`config.mk`:
```
export PLATFORM = sky130hd
export DESIGN_NAME = fluxrd_top
export DESIGN_NICKNAME = d
export VERILOG_FILES = /design/src/rtl/fluxrd_pkg.sv /design/src/rtl/fluxrd_ctrl.sv /design/src/rtl/fluxrd_dp.sv /design/src/rtl/fluxrd_top.sv
export SDC_FILE = /design/constraint.sdc
export NUM_CORES = 1
export LEC_CHECK = 0
export BUFFER_PORTS_ARGS = -buffer_cell sky130_fd_sc_hd__buf_2
export CORE_AREA = 5 5 53 55
export CTS_CLUSTER_DIAMETER = 200
export CTS_CLUSTER_SIZE = 28
export DETAILED_ROUTE_END_ITERATION = 16
export DIE_AREA = 0 0 58 60
export PLACE_DENSITY = 0.8
export RECOVER_POWER = 100
export SYNTH_ARGS = -nofsm -noshare
export SYNTH_HDL_FRONTEND = slang
export SYNTH_SLANG_ARGS = --single-unit
```
`constraint.sdc`:
```
create_clock -name clk -period 2.2 [get_ports clk]
set_input_delay 0 -clock clk [delete_from_list [all_inputs] [get_ports clk]]
set_output_delay 0 -clock clk [all_outputs]
set_load 0.02 [all_outputs]
```
`src/rtl/fluxrd_pkg.sv`:
```
package fluxrd_pkg;

  // Strobes passed from the control to the datapath each cycle.
  typedef struct packed {
    logic shiftEn;    // one bit enters the shifter this edge
    logic shiftBit;   // value of that bit
    logic clearData;  // host consumed a complete byte
  } fluxrd_strb_t;

endpackage

```
`src/rtl/fluxrd_ctrl.sv`:
```
module fluxrd_ctrl
  import fluxrd_pkg::*;
#(
  parameter int LEN_C0 = 24,
  parameter int LEN_C1 = 12,
  parameter int LEN_C2 = 32,
  parameter int LEN_C3 = 16,
  parameter int CNT_W  = 7
) (
  input  logic         clk,
  input  logic         rstN,
  input  logic         readMode,
  input  logic [1:0]   cellSel,
  input  logic         fluxPulse,
  input  logic         hostRead,
  input  logic         dataFull,
  output fluxrd_strb_t strb
);

  logic [CNT_W-1:0] cellCnt;
  logic [CNT_W-1:0] cellLimit;
  logic             timeoutDue;

  // Limit is L+1: the timeout fires on the (L+2)th cycle after a shift.
  always_comb begin
    unique case (cellSel)
      2'd0:    cellLimit = CNT_W'(LEN_C0 + 1);
      2'd1:    cellLimit = CNT_W'(LEN_C1 + 1);
      2'd2:    cellLimit = CNT_W'(LEN_C2 + 1);
      default: cellLimit = CNT_W'(LEN_C3 + 1);
    endcase
  end

  // A >= compare lets a shortened length fire at once.
  assign timeoutDue = (cellCnt >= cellLimit);

  always_comb begin
    strb.shiftEn   = readMode && (fluxPulse || timeoutDue);
    strb.shiftBit  = fluxPulse;  // pulse takes priority over timeout
    strb.clearData = readMode && hostRead && dataFull;
  end

  always_ff @(posedge clk or negedge rstN) begin
    if (!rstN) begin
      cellCnt <= '0;
    end else if (readMode) begin
      if (fluxPulse || timeoutDue) cellCnt <= '0;
      else                         cellCnt <= cellCnt + 1'b1;
    end
  end

  p_flux_restart_r2 : assert property (@(posedge clk) disable iff (!rstN)
    readMode && fluxPulse |=> cellCnt == '0);

  p_flux_wins_r7 : assert property (@(posedge clk) disable iff (!rstN)
    readMode && fluxPulse |-> strb.shiftEn && strb.shiftBit);

  p_cnt_bound_r3 : assert property (@(posedge clk) disable iff (!rstN)
    $past(readMode) && $stable(cellSel) |-> cellCnt <= cellLimit);

  p_idle_timer_r6 : assert property (@(posedge clk) disable iff (!rstN)
    !readMode |=> $stable(cellCnt));

endmodule

```
`src/rtl/fluxrd_dp.sv`:
```
module fluxrd_dp
  import fluxrd_pkg::*;
#(
  parameter int DATA_W = 8
) (
  input  logic              clk,
  input  logic              rstN,
  input  fluxrd_strb_t      strb,
  output logic [DATA_W-1:0] dataReg
);

  localparam int MSB = DATA_W - 1;

  logic [DATA_W-1:0] shReg;
  logic [DATA_W-1:0] shNext;
  logic              byteDone;

  assign shNext   = {shReg[DATA_W-2:0], strb.shiftBit};
  assign byteDone = strb.shiftEn && shNext[MSB];

  always_ff @(posedge clk or negedge rstN) begin
    if (!rstN) begin
      shReg   <= '0;
      dataReg <= '0;
    end else begin
      if (strb.shiftEn) shReg <= byteDone ? '0 : shNext;
      // New byte overrides a clearing read in the same cycle.
      if (byteDone)            dataReg <= shNext;
      else if (strb.clearData) dataReg <= '0;
    end
  end

  p_capture_clears_r4 : assert property (@(posedge clk) disable iff (!rstN)
    $rose(dataReg[MSB]) |-> shReg == '0);

  p_shift_msb_low_r4 : assert property (@(posedge clk) disable iff (!rstN)
    !shReg[MSB]);

  p_clear_r5 : assert property (@(posedge clk) disable iff (!rstN)
    strb.clearData && !strb.shiftEn |=> dataReg == '0);

endmodule

```
`src/rtl/fluxrd_top.sv`:
```
module fluxrd_top
  import fluxrd_pkg::*;
#(
  parameter int DATA_W = 8,
  parameter int LEN_C0 = 24,
  parameter int LEN_C1 = 12,
  parameter int LEN_C2 = 32,
  parameter int LEN_C3 = 16
) (
  input  logic              clk,
  input  logic              rstN,
  input  logic              statusSel,
  input  logic              writeSel,
  input  logic [1:0]        cellSel,
  input  logic              fluxPulse,
  input  logic              hostRead,
  output logic [DATA_W-1:0] dataOut
);

  localparam int MAX_LEN_A = (LEN_C0 > LEN_C1) ? LEN_C0 : LEN_C1;
  localparam int MAX_LEN_B = (LEN_C2 > LEN_C3) ? LEN_C2 : LEN_C3;
  localparam int MAX_LEN   = (MAX_LEN_A > MAX_LEN_B) ? MAX_LEN_A : MAX_LEN_B;
  localparam int CNT_W     = $clog2(MAX_LEN + 2) + 1;

  logic         readMode;
  fluxrd_strb_t strb;

  assign readMode = !statusSel && !writeSel;

  fluxrd_ctrl #(
    .LEN_C0(LEN_C0), .LEN_C1(LEN_C1), .LEN_C2(LEN_C2), .LEN_C3(LEN_C3),
    .CNT_W (CNT_W)
  ) u_ctrl (
    .clk      (clk),
    .rstN     (rstN),
    .readMode (readMode),
    .cellSel  (cellSel),
    .fluxPulse(fluxPulse),
    .hostRead (hostRead),
    .dataFull (dataOut[DATA_W-1]),
    .strb     (strb)
  );

  fluxrd_dp #(.DATA_W(DATA_W)) u_dp (
    .clk    (clk),
    .rstN   (rstN),
    .strb   (strb),
    .dataReg(dataOut)
  );

  p_hold_outside_r6 : assert property (@(posedge clk) disable iff (!rstN)
    !readMode |=> $stable(dataOut));

  p_read_consumes_r5 : assert property (@(posedge clk) disable iff (!rstN)
    readMode && hostRead && dataOut[DATA_W-1] |=> dataOut == '0 || dataOut[DATA_W-1]);

  p_full_or_empty_r4 : assert property (@(posedge clk) disable iff (!rstN)
    dataOut == '0 || dataOut[DATA_W-1]);

  p_reset_r8 : assert property (@(posedge clk)
    !rstN |-> dataOut == '0);

endmodule

```
Word-level counts from Yosys, hierarchy flattened. Cells that the tools add are included.

Output and inout port bits: 8. Register bits after elaboration: 22. Word-level logic and storage cells: 22. Input port bits: 8.

Reductions and logical operators: 10. $lt $le $gt $ge: 1. Mux-type cells: 5. Equal/unequal tests: 2. Add/subtract/negate cells: 1.

Operator list (count): $pmux W6 S3 (1); $mux W8 (2); $mux W7 (2); $add A7 B1 Y7 const B (1); $ge A7 B6 Y1 (1); $logic_and A1 B1 Y1 (5); $eq A2 B1 Y1 const B (1); $eq A2 B2 Y1 const B (1); $logic_not A1 Y1 (2); $logic_not A2 Y1 (1); $reduce_bool A2 Y1 (1); $logic_or A1 B1 Y1 (1).

Logic depth before layout (Yosys ltp).
Depth after elaboration: 7. Gate-level depth with buffers: 9. Depth with buffers taken out: 8.

Cells and area by module. Synthesis repeated with hierarchy kept, for this count alone.

Cell total of the unflattened synthesis: 117. Area, all modules: 1257.5 um2.

By module, submodules not included: fluxrd_dp (cells an instance 58, area each 688.2 um2, times used 1, sequential area each 375.4 um2); fluxrd_ctrl (cells an instance 58, area each 565.5 um2, times used 1, sequential area each 175.2 um2); fluxrd_top (cells an instance 1, area each 3.8 um2, times used 1, sequential area each 0.0 um2).

Worst setup path after synthesis. Ideal clock, no wire load.

Kind: register -> register. From: register u_ctrl.cellCnt[0]. To: register u_dp.shReg[1]. Data required time: 2.075 ns. Arrival time: 1.658 ns. Library setup time: 0.125 ns. Path buffers: 1. Path slack: 0.417 ns. Clock period less this slack: 1.783 ns. Stages on the path, launching flop included: 7. Path through: dfrtp_1 ha_1 o31a_1 o2111ai_1 a21oi_1 buf_6 mux2_4.

Word-level cells in the longest chain between the ends: 5.

Ends and longest elaborated chain: start, declared (RTL line fluxrd_ctrl.sv:20) `logic [CNT_W-1:0] cellCnt;`; start signal, assigned (RTL line fluxrd_ctrl.sv:48) `else cellCnt <= cellCnt + 1'b1;`; $ge A7 B6 Y1 (*) (RTL line fluxrd_ctrl.sv:35) `assign timeoutDue = (cellCnt >= cellLimit);`; $logic_or A1 B1 Y1 (*) (RTL line fluxrd_ctrl.sv:38) `strb.shiftEn = readMode && (fluxPulse || timeoutDue);`; $logic_and A1 B1 Y1 (*) (RTL line fluxrd_ctrl.sv:38); $logic_and A1 B1 Y1 (RTL line fluxrd_dp.sv:19) `assign byteDone = strb.shiftEn && shNext[MSB];`; $mux W7 (RTL line fluxrd_dp.sv:26) `if (strb.shiftEn) shReg <= byteDone ? '0 : shNext;`; end signal, assigned (RTL line fluxrd_dp.sv:26); end, declared (RTL line fluxrd_dp.sv:14) `logic [DATA_W-1:0] shReg;`.

Every way passes the cells marked *; elsewhere a longest branch is shown, timed or not. A chain may end at the register's enable or synchronous reset.

Worst setup path in the final report.
From: register u_ctrl.cellCnt[0]. To: register u_dp.shReg[6].

Same word-level chain as after synthesis.

==> flow_summary.toml <==
[timing]
slew_headroom = 0.246
layout_min_cycle_time_ns = 2.00
fmax_mhz = 501
skew_ns = 0.00574
setup_tns_ns = 0
rsz0062_at_grt = "no"
slew_viol_final = 0
worst_pin_slew_ns = 1.13
hold_viol = 0
setup_viol = 0
fin_crit_sh = 0.908

[power]
p_clk_frac = 0.178
swShare = 0.354
vdd_drop_max_mv = 0.500
internal_power_uw = 786
p_comb_frac = 0.310
p_seq_frac = 0.512
p_leak_nw = 0.694
powerDensity_mw_per_mm2 = 922
power_switching_uw = 430

[worst_setup_path]
cp_top_family = "compound AO/OA/AOI/OAI gates"
end_kind = "flip-flop"
cp.required_ns = 2.39
cp.arrival_ns = 2.18
r2r_cells = 6
crit_type = "reg2reg"
crit_path_start_kind = "flip-flop"
cp_max_fo = 11
r2r_setup_slack_ns = 0.20
r2r-end = "u_dp.shReg[6]"
slowest_delay_ns = 0.46
crit_chain = "ha_1 > o31a_1 > o2111ai_1 > a21oi_1 > buf_4 > mux2_1"
timing.rr.start = "u_ctrl.cellCnt[0]"
worst-path-buf-inv = 1
cp_slowest_cell = "dfrtp_1"

[cts]
clk_latency_ns = 0.30
root_buffer = "clkbuf_4"
cts_setup_buffers = 0
clkSlewWorstSetupHoldPaths_ns = 0.12
cts_resized = 0
cts.path.max_buffers = 2
cts.sinks = 22
tritoncts = "yes"
cts-buffers-inserted = 3
htree_levels = 1

[grt]
grt_pass1_wl_mm = 3.57
grt_max_degree = 23
grt_overflow_total = 0
track_usage = 0.134
antenna_found_initial = 0
grt_pass1_vias = 834

[route]
ant_nets = 0
drt_pass1_iterations = 4
wirelength_mm = 2.09
routedLengthMet1_um = 936
dr.max_layer_used = "met4"
drt_drc_violations_left = 0
first_iter_violations = 17
dr_total_vias = 831
route.met2.wl_mm = 1.03
wire_per_inst_um = 13.0
via_per_inst = 5.16
met3_length_um = 86

[yosys]
syn_inst = 111
syn_nets = 127
yosysSeqAreaShare = 0.466
synthFlopType = "dfrtp_1"
synth-edff-count = 0
async_reset_ff_frac = 1.00
yosysUniqueCellTypes = 34
yosys_register_bits = 22
synth_area_mm2 = 0.00118
postSynthAreaPerCell_um2 = 10.7
ys_warn_count = 0

[cells_and_area]
finalInstanceArea_mm2 = 0.00132
synthToLayoutAreaGrowth_pct = 11.5
final_cells = 161
nets = 148
drive_gt1_frac = 0.115
diodes = 0

[floorplan]
io_pins = 16
die_h_um = 60
core_mm2 = 0.00234
rows = 18
die_area_mm2 = 0.00348
start_util = 0.505
die_w_um = 58

[placed_design]
placed_area_mm2 = 0.00128
hpwl_mm = 1.64
dp_cells = 154
port-buffer-count = 15
gp_congestion = 0.877

[outcome]
status = "complete, no violations"

[run]
drv_cap = 0

[worst_hold_path]
hold_start = "statusSel"
hold_end = "u_ctrl.cellCnt[0]"
hold_class = "in2reg"
whs_path_depth = 4
## routing by layer
| layer | GRT usage | vias up |
|---|---|---|
| li1 | - | 414 |
| met1 | 0.165 | 396 |
| met2 | 0.224 | 15 |
| met3 | 0.0259 | 6 |
| met4 | 0.0695 | 0 |
| met5 | 0 | - |
## worst reg2reg max path: stages (launching register included)
cell	delay, ns
dfrtp_1	0.46
ha_1	0.23
o31a_1	0.32
o2111ai_1	0.27
a21oi_1	0.11
buf_4	0.19
mux2_1	0.32
## worst max-delay path by stage
stage | startpoint | end | slack (ns) | cells after the start
6_report | u_ctrl.cellCnt[0] | u_dp.shReg[6] | 0.20 | 6
5_1_grt | u_ctrl.cellCnt[1] | u_dp.shReg[6] | 0.15 | 7
4_1_cts | u_ctrl.cellCnt[0] | u_dp.dataReg[3] | 0.25 | 5
3_5_place_dp | u_ctrl.cellCnt[0] | u_dp.dataReg[3] | 0.28 | 5
3_3_place_gp | u_ctrl.cellCnt[0] | u_dp.shReg[6] | 0.38 | 6
2_1_floorplan | u_ctrl.cellCnt[0] | u_dp.shReg[1] | 0.42 | 6
## layout make-up
cell class / instances / area (um^2)
clock buffers: 4 / 36.3
fillers: 224 / 1020
repair buffers: 20 / 109
flip-flops and latches: 22 / 551
inverters: 13 / 48.8
multi-input cells: 72 / 537
well taps: 30 / 37.5
## stage by stage
step,setup WS [ns],hold WS (ns),total power [mW],util
2_1_floorplan,0.417,-0.296,0.941,-
3_3_place_gp,0.377,-0.0197,1.03,0.548
3_5_place_dp,0.282,-0.0124,1.06,0.548
4_1_cts,0.251,0.0520,1.28,0.576
5_1_grt,0.149,0.0494,1.31,0.563
6_report,0.203,0.0559,1.22,0.563
## power groups by stage
stage	combinational [mW]	clock, mW	sequential, mW
after global routing	0.420	0.246	0.644
after floorplan	0.276	0	0.665
after global placement	0.412	0	0.623
after CTS	0.436	0.223	0.624
after detailed placement	0.431	0	0.633
final	0.377	0.217	0.623
## cells in the mapped netlist (all sizes together) (2+ instances only)
master	number	area (um^2)
o21ai	3	15.0
xor2	2	17.5
buf	4	26.3
a21oi	2	10.0
nor2b	5	31.3
nand2	12	45.0
ha	8	100
inv	13	48.8
and3	2	12.5
nor2	8	30.0
nand3	2	10.0
mux2	6	86.3
dfrtp	22	551
mux2i	6	60.1
## cells by family (layout without fill, tap and decap cells)
kind of cell / Yosys count / count (layout) / share of synthesized area
simple gates: 34 / 34 / 0.138
xor+xnor: 3 / 3 / 0.0222
compound gates: 15 / 15 / 0.103
fa+ha+maj: 8 / 8 / 0.0847
buf+inv: 17 / 37 / 0.0635
flops: 22 / 22 / 0.466
mux: 12 / 12 / 0.124
## sequential cells by signal, indices dropped and copies added, names as in the netlist
signal          cells
u_dp.dataReg        8
u_dp.shReg          7
u_ctrl.cellCnt      7
## layout by cell type (no fill, tap or decap), types with 3 or more instances in the layout
| cell type | synthesis | final |
|---|---|---|
| nor2b_1 | 5 | 5 |
| inv_1 | 13 | 13 |
| mux2_1 | 0 | 5 |
| clkbuf_1 | 0 | 9 |
| buf_2 | 0 | 6 |
| dlygate4sd3_1 | 0 | 3 |
| dfrtp_1 | 22 | 22 |
| ha_1 | 8 | 8 |
| nor2_1 | 8 | 8 |
| clkbuf_4 | 0 | 3 |
| nand2_1 | 12 | 12 |
| mux2i_1 | 6 | 6 |
## repair_timing
item / in CTS / in global routing
endpoints found under the hold margin: 24 / 0
hold buffers: 3 / 0
setup endpoints to repair: 0 / 0
No activity file was read; power rests on OpenSTA's default activity.
